--- src/rtl/tokfifo_pkg.sv ---
package tokfifo_pkg;

   // Width of a pointer into one slice of the given depth.
   function automatic int ptr_bits(input int depth);
      return (depth > 1) ? $clog2(depth) : 1;
   endfunction

   // Width of an occupancy count that can reach the full depth.
   function automatic int cnt_bits(input int depth);
      return $clog2(depth + 1);
   endfunction

   // Index of the ring neighbour that follows slice idx.
   function automatic int ring_next(input int idx, input int nslices);
      return (idx + 1) % nslices;
   endfunction

   // Index of the ring neighbour that precedes slice idx.
   function automatic int ring_prev(input int idx, input int nslices);
      return (idx + nslices - 1) % nslices;
   endfunction

endpackage

--- src/rtl/tokfifo_slice.sv ---
module tokfifo_slice
   import tokfifo_pkg::*;
#(
   parameter int DATA_W      = 16,
   parameter int SLICE_DEPTH = 8,
   parameter int AF_OFFSET   = 2,
   parameter int AE_OFFSET   = 2,
   parameter bit IS_FIRST    = 1'b0
) (
   input  logic              clk,
   input  logic              rst_n,
   input  logic              wr_go,
   input  logic [DATA_W-1:0] wr_word,
   input  logic              rd_go,
   input  logic              w_in_n,
   input  logic              r_in_n,
   output logic              w_out_n,
   output logic              r_out_n,
   output logic              has_wtok,
   output logic              has_rtok,
   output logic              s_full,
   output logic              s_empty,
   output logic              s_afull,
   output logic              s_aempty,
   output logic [DATA_W-1:0] s_word
);

   localparam int AW = ptr_bits(SLICE_DEPTH);
   localparam int CW = cnt_bits(SLICE_DEPTH);
   localparam logic [AW-1:0] LAST_ADDR = AW'(SLICE_DEPTH - 1);
   localparam logic [CW-1:0] CNT_MAX   = CW'(SLICE_DEPTH);
   localparam logic [CW-1:0] AF_LEVEL  = CW'(SLICE_DEPTH - AF_OFFSET);
   localparam logic [CW-1:0] AE_LEVEL  = CW'(AE_OFFSET);

   logic [DATA_W-1:0] mem [SLICE_DEPTH];
   logic [AW-1:0]     wptr, rptr;
   logic [CW-1:0]     count;
   logic              wtok, rtok;
   logic              wr_here, rd_here;
   logic              w_wrap, r_wrap;

   assign wr_here = wr_go & wtok;
   assign rd_here = rd_go & rtok;
   assign w_wrap  = wr_here & (wptr == LAST_ADDR);
   assign r_wrap  = rd_here & (rptr == LAST_ADDR);

   // Handoff strobes: low for the cycle that uses the last address,
   // forced inactive while reset is held.
   assign w_out_n = ~(rst_n & w_wrap);
   assign r_out_n = ~(rst_n & r_wrap);

   always_ff @(posedge clk or negedge rst_n) begin
      if (!rst_n) begin
         wtok  <= IS_FIRST;
         rtok  <= IS_FIRST;
         wptr  <= '0;
         rptr  <= '0;
         count <= '0;
      end else begin
         wtok <= (wtok & ~w_wrap) | ~w_in_n;
         rtok <= (rtok & ~r_wrap) | ~r_in_n;
         if (wr_here) wptr <= w_wrap ? '0 : wptr + 1'b1;
         if (rd_here) rptr <= r_wrap ? '0 : rptr + 1'b1;
         unique case ({wr_here, rd_here})
            2'b10:   count <= count + 1'b1;
            2'b01:   count <= count - 1'b1;
            default: count <= count;
         endcase
      end
   end

   always_ff @(posedge clk) begin
      if (wr_here) mem[wptr] <= wr_word;
   end

   assign s_word   = rtok ? mem[rptr] : '0;
   assign has_wtok = wtok;
   assign has_rtok = rtok;
   assign s_full   = (count == CNT_MAX);
   assign s_empty  = (count == '0);
   assign s_afull  = (count >= AF_LEVEL);
   assign s_aempty = (count <= AE_LEVEL);


   no_overflow_chk: assert property (@(posedge clk) disable iff (!rst_n)
      wr_here |-> !s_full);


   no_underflow_chk: assert property (@(posedge clk) disable iff (!rst_n)
      rd_here |-> !s_empty);


   wtok_release_chk: assert property (@(posedge clk) disable iff (!rst_n)
      (w_wrap && w_in_n) |=> !has_wtok);

endmodule

--- src/rtl/tokfifo_flag_merge.sv ---
module tokfifo_flag_merge #(
   parameter int NUM_SLICES = 4
) (
   input  logic [NUM_SLICES-1:0] full_vec,
   input  logic [NUM_SLICES-1:0] empty_vec,
   input  logic [NUM_SLICES-1:0] afull_vec,
   input  logic [NUM_SLICES-1:0] aempty_vec,
   output logic                  full,
   output logic                  empty,
   output logic                  almost_full,
   output logic                  almost_empty
);

   // Per-slice flags in active-low form; a composite flag is active
   // only when no slice holds its active-low flag high.
   logic [NUM_SLICES-1:0] full_n, empty_n, afull_n, aempty_n;

   assign full_n   = ~full_vec;
   assign empty_n  = ~empty_vec;
   assign afull_n  = ~afull_vec;
   assign aempty_n = ~aempty_vec;

   assign full         = ~(|full_n);
   assign empty        = ~(|empty_n);
   assign almost_full  = ~(|afull_n);
   assign almost_empty = ~(|aempty_n);

endmodule

--- src/rtl/tokfifo_rd_sel.sv ---
module tokfifo_rd_sel #(
   parameter int NUM_SLICES = 4,
   parameter int DATA_W     = 16
) (
   input  logic                                clk,
   input  logic                                rst_n,
   input  logic                                take,
   input  logic [NUM_SLICES-1:0][DATA_W-1:0]   words,
   output logic [DATA_W-1:0]                   rd_data
);

   logic [DATA_W-1:0] merged;

   // Slices without the read token present zero, so an OR of all
   // slice words acts as the shared bus.
   always_comb begin
      merged = '0;
      for (int i = 0; i < NUM_SLICES; i++) merged = merged | words[i];
   end

   always_ff @(posedge clk or negedge rst_n) begin
      if (!rst_n)    rd_data <= '0;
      else if (take) rd_data <= merged;
   end


   rd_hold_chk: assert property (@(posedge clk) disable iff (!rst_n)
      !take |=> $stable(rd_data));

endmodule

--- src/rtl/tokfifo_ring.sv ---
module tokfifo_ring
   import tokfifo_pkg::*;
#(
   parameter int DATA_W      = 16,
   parameter int NUM_SLICES  = 4,
   parameter int SLICE_DEPTH = 8,
   parameter int AF_OFFSET   = 2,
   parameter int AE_OFFSET   = 2,
   parameter int FIRST_SLICE = 0
) (
   input  logic              clk,
   input  logic              rst_n,
   input  logic              wr_en,
   input  logic [DATA_W-1:0] wr_data,
   input  logic              rd_en,
   output logic [DATA_W-1:0] rd_data,
   output logic              full,
   output logic              empty,
   output logic              almost_full,
   output logic              almost_empty
);

   // Elaboration-time parameter checks
   if (DATA_W < 1) begin : g_bad_width
      $error("tokfifo_ring: DATA_W must be at least 1");
   end
   if (NUM_SLICES < 1) begin : g_bad_count
      $error("tokfifo_ring: NUM_SLICES must be at least 1");
   end
   if (SLICE_DEPTH < 2) begin : g_bad_depth
      $error("tokfifo_ring: SLICE_DEPTH must be at least 2");
   end
   if (AF_OFFSET < 0 || AF_OFFSET > SLICE_DEPTH) begin : g_bad_af
      $error("tokfifo_ring: AF_OFFSET out of range");
   end
   if (AE_OFFSET < 0 || AE_OFFSET > SLICE_DEPTH) begin : g_bad_ae
      $error("tokfifo_ring: AE_OFFSET out of range");
   end
   if (FIRST_SLICE < 0 || FIRST_SLICE >= NUM_SLICES) begin : g_bad_first
      $error("tokfifo_ring: FIRST_SLICE must name a slice");
   end

   logic                                wr_acc, rd_acc;
   logic [NUM_SLICES-1:0]               w_out_n, r_out_n;
   logic [NUM_SLICES-1:0]               wtok_vec, rtok_vec;
   logic [NUM_SLICES-1:0]               full_vec, empty_vec;
   logic [NUM_SLICES-1:0]               afull_vec, aempty_vec;
   logic [NUM_SLICES-1:0][DATA_W-1:0]   slice_word;

   assign wr_acc = wr_en & ~full;
   assign rd_acc = rd_en & ~empty;

   for (genvar i = 0; i < NUM_SLICES; i++) begin : g_slice
      localparam int PRV = ring_prev(i, NUM_SLICES);
      localparam int NXT = ring_next(i, NUM_SLICES);

      tokfifo_slice #(
         .DATA_W      (DATA_W),
         .SLICE_DEPTH (SLICE_DEPTH),
         .AF_OFFSET   (AF_OFFSET),
         .AE_OFFSET   (AE_OFFSET),
         .IS_FIRST    (i == FIRST_SLICE)
      ) u_slice (
         .clk      (clk),
         .rst_n    (rst_n),
         .wr_go    (wr_acc),
         .wr_word  (wr_data),
         .rd_go    (rd_acc),
         .w_in_n   (w_out_n[PRV]),
         .r_in_n   (r_out_n[PRV]),
         .w_out_n  (w_out_n[i]),
         .r_out_n  (r_out_n[i]),
         .has_wtok (wtok_vec[i]),
         .has_rtok (rtok_vec[i]),
         .s_full   (full_vec[i]),
         .s_empty  (empty_vec[i]),
         .s_afull  (afull_vec[i]),
         .s_aempty (aempty_vec[i]),
         .s_word   (slice_word[i])
      );


      wtok_pass_chk: assert property (@(posedge clk) disable iff (!rst_n)
         !w_out_n[i] |=> wtok_vec[NXT]);


      rtok_pass_chk: assert property (@(posedge clk) disable iff (!rst_n)
         !r_out_n[i] |=> rtok_vec[NXT]);
   end

   tokfifo_flag_merge #(
      .NUM_SLICES (NUM_SLICES)
   ) u_flags (
      .full_vec     (full_vec),
      .empty_vec    (empty_vec),
      .afull_vec    (afull_vec),
      .aempty_vec   (aempty_vec),
      .full         (full),
      .empty        (empty),
      .almost_full  (almost_full),
      .almost_empty (almost_empty)
   );

   tokfifo_rd_sel #(
      .NUM_SLICES (NUM_SLICES),
      .DATA_W     (DATA_W)
   ) u_rd_sel (
      .clk     (clk),
      .rst_n   (rst_n),
      .take    (rd_acc),
      .words   (slice_word),
      .rd_data (rd_data)
   );


   tok_single_chk: assert property (@(posedge clk) disable iff (!rst_n)
      ($countones(wtok_vec) == 1) && ($countones(rtok_vec) == 1));


   flag_excl_chk: assert property (@(posedge clk) disable iff (!rst_n)
      full |-> !empty);


   full_hold_chk: assert property (@(posedge clk) disable iff (!rst_n)
      (full && !rd_en) |=> full);


   empty_hold_chk: assert property (@(posedge clk) disable iff (!rst_n)
      (empty && !wr_en) |=> (empty && $stable(rd_data)));

endmodule

--- config.mk ---
export PLATFORM = sky130hd
export DESIGN_NAME = tokfifo_ring
export DESIGN_NICKNAME = d
export VERILOG_FILES = /design/src/rtl/tokfifo_pkg.sv /design/src/rtl/tokfifo_slice.sv /design/src/rtl/tokfifo_flag_merge.sv /design/src/rtl/tokfifo_rd_sel.sv /design/src/rtl/tokfifo_ring.sv
export SDC_FILE = /design/constraint.sdc
export NUM_CORES = 1
export LEC_CHECK = 0
export BUFFER_PORTS_ARGS = -buffer_cell sky130_fd_sc_hd__buf_4
export CORE_MARGIN = 8
export CORE_UTILIZATION = 50
export DETAILED_ROUTE_END_ITERATION = 10
export MAX_ROUTING_LAYER = met4
export PLACE_DENSITY = 0.69
export REMOVE_ABC_BUFFERS = 1
export SLEW_MARGIN = 40
export SYNTH_ARGS = -nofsm -noshare
export SYNTH_HDL_FRONTEND = slang
export SYNTH_SLANG_ARGS = --single-unit
--- constraint.sdc ---
create_clock -name clk -period 4 [get_ports clk]
set_input_delay 0.2 -clock clk [delete_from_list [all_inputs] [get_ports clk]]
set_output_delay 0.2 -clock clk [all_outputs]
set_load 0.02 [all_outputs]
# == Yosys cells after proc, flatten, opt, wreduce, memory -nomap -nowiden ==
# Memory sizes are Yosys's and may differ from the RTL's.
# Cells that the tools add are included.
# classes
n_addsub,16
order_cmp,8
eq_ne,20
mux,24
n_bitwise,61
reduce_logical,12
# ops
operator,n
16-bit two-way mux,4
16-bit OR,3
1-bit AND,34
4-bit one-hot mux with 2 select lines,4
3-bit by 1-bit adder with 3-bit output (second input constant),8
3-bit equality test (second input constant),8
3-bit two-way mux,8
4-bit by 1-bit adder with 4-bit output (second input constant),4
4-bit equality test (second input constant),4
4-bit by 3-bit >= comparator with 1-bit output (second input constant),4
4-bit by 2-bit less-or-equal comparator with 1-bit output (second input constant),4
4-bit logical NOT,4
4-bit NOT,4
4-bit OR reduction,4
4-bit by 1-bit subtractor with 4-bit output (second input constant),4
1-bit NOT,12
2-bit by 1-bit equality test with 1-bit output (second input constant),4
2-bit equality test (second input constant),4
1-bit two-way mux,8
1-bit OR,8
2-bit nonzero test,4
# totals
reg_bits,64
mem_bits_rw,512
out_inout_bits,20
word_cells,166
memories,4
# memory_table
memory,words,width,read_ports,rd_clocked_by_memory_dff,write_ports,line,source
g_slice[0].u_slice.mem,8,16,1,0,1,tokfifo_slice.sv:35,logic [DATA_W-1:0] mem [SLICE_DEPTH];
g_slice[1].u_slice.mem,8,16,1,0,1,tokfifo_slice.sv:35,
g_slice[2].u_slice.mem,8,16,1,0,1,tokfifo_slice.sv:35,
g_slice[3].u_slice.mem,8,16,1,0,1,tokfifo_slice.sv:35,

# == Logic depth before layout (Yosys ltp) ==
# depth
word_depth,9
mapped_depth,13
depth_no_buf,12

# == Hierarchy ==
# Synthesis repeated with hierarchy kept, for this count alone.
# unflattened
hier_cells,1187
area_unflattened_um2,23351.1
# modules_own_cells
module,n_inst,cells_each,area_each_um2
tokfifo_slice (g_slice[2].u_slice ...),2,274,5646.7
tokfifo_slice (g_slice[0].u_slice),1,284,5666.7
tokfifo_slice (g_slice[1].u_slice),1,282,5660.4
tokfifo_rd_sel,1,67,668.1
tokfifo_flag_merge,1,4,35.0
tokfifo_ring,1,2,27.5

# == Worst setup path before layout ==
# Ideal clock, no wire load.
# synth_timing
path_kind,reg2reg
start,register g_slice[3].u_slice.count[3]
end,memory g_slice[0].u_slice.mem[0][0] (enable)
setup_ps,430
arrival_ps,2854
path_slack_ps,716
path_stages_with_launch,7
n_path_buf,1
path_cell_list,dfrtp_1 -> and4_1 -> a41oi_1 -> and2_1 -> inv_1 -> buf_2 -> nor4_1
# synth_between
elab_chain_len,7
# synth_rtl
element,line,source
"start, declared",tokfifo_slice.sv:37,logic [CW-1:0] count;
"start signal, assigned",tokfifo_slice.sv:65,2'b10: count <= count + 1'b1;
"start signal, assigned",tokfifo_slice.sv:66,2'b01: count <= count - 1'b1;
"start signal, assigned",tokfifo_slice.sv:67,default: count <= count;
4-bit equality test,tokfifo_slice.sv:79,assign s_full = (count == CNT_MAX);
4-bit NOT,tokfifo_flag_merge.sv:18,assign full_n = ~full_vec;
4-bit OR reduction,tokfifo_flag_merge.sv:23,assign full = ~(|full_n);
1-bit AND,tokfifo_ring.sv:50,assign wr_acc = wr_en & ~full;
1-bit AND,tokfifo_slice.sv:42,assign wr_here = wr_go & wtok;
1-bit two-way mux,tokfifo_slice.sv:73,if (wr_here) mem[wptr] <= wr_word;
1-bit two-way mux (implied by the code),tokfifo_slice.sv:73,
"end, declared",tokfifo_slice.sv:35,
# Every way passes these cells.

# == Worst setup path in the final report ==
# layout_timing
start,register g_slice[0].u_slice.count[2]
end,register g_slice[2].u_slice.count[3]
# layout_between
elab_chain_len,7
word_cells_on_any_way,14
# layout_rtl
element,line,source
"start, declared",tokfifo_slice.sv:37,
"start signal, assigned",tokfifo_slice.sv:65,
"start signal, assigned",tokfifo_slice.sv:66,
"start signal, assigned",tokfifo_slice.sv:67,
4-bit logical NOT *,tokfifo_slice.sv:80,assign s_empty = (count == '0);
4-bit NOT *,tokfifo_flag_merge.sv:19,assign empty_n = ~empty_vec;
4-bit OR reduction *,tokfifo_flag_merge.sv:24,assign empty = ~(|empty_n);
1-bit AND *,tokfifo_ring.sv:51,assign rd_acc = rd_en & ~empty;
1-bit AND *,tokfifo_slice.sv:43,assign rd_here = rd_go & rtok;
via g_slice[2].u_slice.rd_here,tokfifo_slice.sv:39,"logic wr_here, rd_here;"
2-bit by 1-bit equality test with 1-bit output / 2-bit equality test (equally long branches),tokfifo_slice.sv:64,"unique case ({wr_here, rd_here})"
4-bit one-hot mux with 2 select lines / 2-bit nonzero test (equally long branches),n/a,
"end signal, assigned",tokfifo_slice.sv:65,
"end signal, assigned",tokfifo_slice.sv:66,
"end signal, assigned",tokfifo_slice.sv:67,
"end, declared",tokfifo_slice.sv:37,
# Mark *: on every way through the listed nets, which the timed path passes. The rest lies on a longest branch.
# A chain may end at the register's enable or synchronous reset.

==> results.toml <==
[logic_synthesis]
yosys_register_bits = 576
yosysTopAreaCell = "edfxtp_1"
avgSynthCellArea_um2 = 20.5
synth_top_cell_area_share_pct = 66.4
synth-edff-count = 512
synthTopCellsByArea = "edfxtp_1 66%, mux4_2 7.1%, dfrtp_1 6.7%, mux4_1 6.2%, mux2_2 3.7%"
synth_area_mm2 = 0.0232
yosysUniqueCellTypes = 38
async_reset_ff_share_pct = 11.1
ys_warn_count = 0
netlist_instances = 1128
ys_seq_area_share_pct = 73.3
yosysMostFrequentCell = "edfxtp_1"
synth_common_cells = "512 x edfxtp_1, 76 x mux2_2, 73 x mux4_2"
yosys_most_used_dff = "edfxtp_1"

[flow_run]
maxCapViolations = 0

[place]
place.gp.congestion = 0.843
io_buffers = 39
hpwl_um = 28900
dpl_cell_area_mm2 = 0.0244
dp.cells = 1767

[sta]
slew_headroom_pct = 40.3
worstMarginPinSlew_ps = 895
slew_violations = 0
period_share_pct = 79.7
finClkSkew_ps = 14.3
max_freq_mhz = 314
fin_crit_ps = 3190
hold_violations = 0
tns_ps = 0
finalSetupViolations = 0
rsz0062_at_grt = "no"

[setup_path]
end_kind = "register"
rrSetupSlack_ps = 810
required_ps = 4480
crit_type = "register to register"
r2r-end = "g_slice[2].u_slice.count[3]$_DFFE_PN0P_"
arrival_ps = 3660
worstReg2RegStart = "g_slice[0].u_slice.count[2]$_DFFE_PN0P_"
critPathLaunchType = "register"
critPathLaunch = "g_slice[0].u_slice.count[2]$_DFFE_PN0P_"
endpoint = "g_slice[2].u_slice.count[3]$_DFFE_PN0P_"
cp_max_fo = 12
worstRegToRegCells = 12

[clock_tree]
cts_buffer_depth = 3
h-tree-depth = 2
cts_sinks = 576
ctsResizeCount = 0
root_buffer = "clkbuf_16"
cts_inserted_buffers = 57
cts_setup_buffers = 0
cts.clk_slew.worst_paths_ps = 60
clock_latency_ps = 590
tritoncts = "built"

[hold_path]
hold_depth = 1
timing.hold.worst.class = "input port to register"

[floorplan]
dieArea_mm2 = 0.0535
rows = 79
ios = 40
start_util_pct = 50.2
die_y_um = 231
fp.dieW_um = 231
core_area_mm2 = 0.0462

[detailed_routing]
num_vias = 11000
viasPerCell = 5.87
wl_um = 48500
final_antenna_net_count = 0
firstDrtPassIters = 8
post_drt_wl_per_cell_um = 25.9
drc = 0
drtIter0Drc = 963

[finish]
final_area_mm2 = 0.0263
drive_gt1_share_pct = 27.9
area_growth_pct = 13.6
nets = 1272
fin_util_pct = 57.0
fin_cells = 1872

[pwr]
ir_drop_v = 0.000282
p_leak_nw = 8.81
power.density_mw_per_mm2 = 462

[global_route]
grt_max_degree = 70
grtUsageTotal_pct = 18.8
overflow = 0
grt_pass1_wl_um = 72500
grt_antenna_before_repair = 1
grt_pass1_vias = 11500

[status]
outcome = "complete, no violations"
final cells by class:
class | count | area [um^2]
antenna | 1 | 2.50
inverter | 21 | 78.8
sequential | 576 | 17000
clock buffer | 73 | 1600
timing repair buffer | 87 | 684
fill | 3330 | 19800
clock inverter | 30 | 312
multi-input combinational | 477 | 5890
tap | 607 | 759
metrics by stage:
stage | power, mW | setup slack (ps) | hold slack (ps)
3_5_place_dp | 6.87 | 851 | 253
4_1_cts | 12.3 | 835 | 7.05
3_3_place_gp | 6.86 | 951 | 370
5_1_grt | 12.5 | 530 | 22.3
6_report | 12.2 | 813 | 31.4
2_1_floorplan | 6.72 | 752 | -95.6
worst min path at each step:
stage | start | to | slack [ps]
global placement | rst_n | g_slice[0].u_slice.wptr[1]$_DFFE_PN0P_ | 370
global route | wr_data[10] | g_slice[3].u_slice.mem[2][10]$_DFFE_PP_ | 20
detailed placement | rst_n | g_slice[0].u_slice.rptr[1]$_DFFE_PN0P_ | 250
CTS | wr_data[10] | g_slice[3].u_slice.mem[2][10]$_DFFE_PP_ | 7
floorplan | rst_n | g_slice[0].u_slice.count[0]$_DFFE_PN0P_ | -100
finish | wr_data[10] | g_slice[3].u_slice.mem[2][10]$_DFFE_PP_ | 30
per-layer routing:
layer	vias to the layer above	GRT usage (%)	wire, um
met3	74	3.59	3070
met1	5749	24.4	20200
met5	-	-	0
met2	330	29.9	23800
li1	4833	-	-
met4	0	6.41	1440
layout by cell type (no fill, tap or decap), types with 5 or more instances in the layout:
master     count
a22oi_1       33
ha_1          28
dfrtp_1       55
bufinv_16      7
buf_4         83
nor2b_1        7
a31oi_1       16
mux4_1        55
nor2_1        39
nor3_2        16
clkinv_2      12
a21oi_1        8
dfrtp_2        5
nand2_1       39
mux4_2        73
clkinv_1      11
xor2_1         8
clkbuf_16     58
nand2b_1      14
nor4_1         5
mux2_2        76
clkbuf_1       6
o21ai_0       11
edfxtp_1     512
xnor2_1        8
a32o_1         8
a21o_1         8
inv_1         19
clkbuf_8       9
flip-flops by register name, summed over array words and instances, names as in the netlist:
| name | flops |
|---|---|
| g_slice.u_slice.count | 16 |
| g_slice.u_slice.has_rtok | 4 |
| g_slice.u_slice.has_wtok | 4 |
| g_slice.u_slice.mem | 512 |
| g_slice.u_slice.rptr | 12 |
| g_slice.u_slice.wptr | 12 |
| u_rd_sel.rd_data | 16 |
where the power goes:
group	total (mW)	switching [mW]	internal (mW)
Clock	5.41	2.16	3.24
Combinational	0.172	0.138	0.0343
Sequential	6.57	0.0128	6.56
critical path, stage by stage (launching register included):
cell     delay (ps)
dfrtp_1         420
nor4_1          470
nand2_1         180
o21a_1          430
nand2_1         260
inv_1            70
ha_1            250
ha_1            280
a21o_1          170
a21oi_1         180
xnor2_1         140
nor2_1           70
xor2_1          150
logic make-up after synthesis:
group | share of synthesized area [%]
flip-flops | 73.3
AO/OA/AOI/OAI | 2.63
multiplexers | 17.2
buffers and inverters | 1.75
AND/OR/NAND/NOR | 2.71
XOR/XNOR | 0.605
adder cells (fa/ha/maj) | 1.86
repair_timing:
item,in CTS,in global routing
setup endpoints to repair,0,0
hold buffers,1,0
endpoints found under the hold margin,64,0
Power figures use the tool's default switching activity.
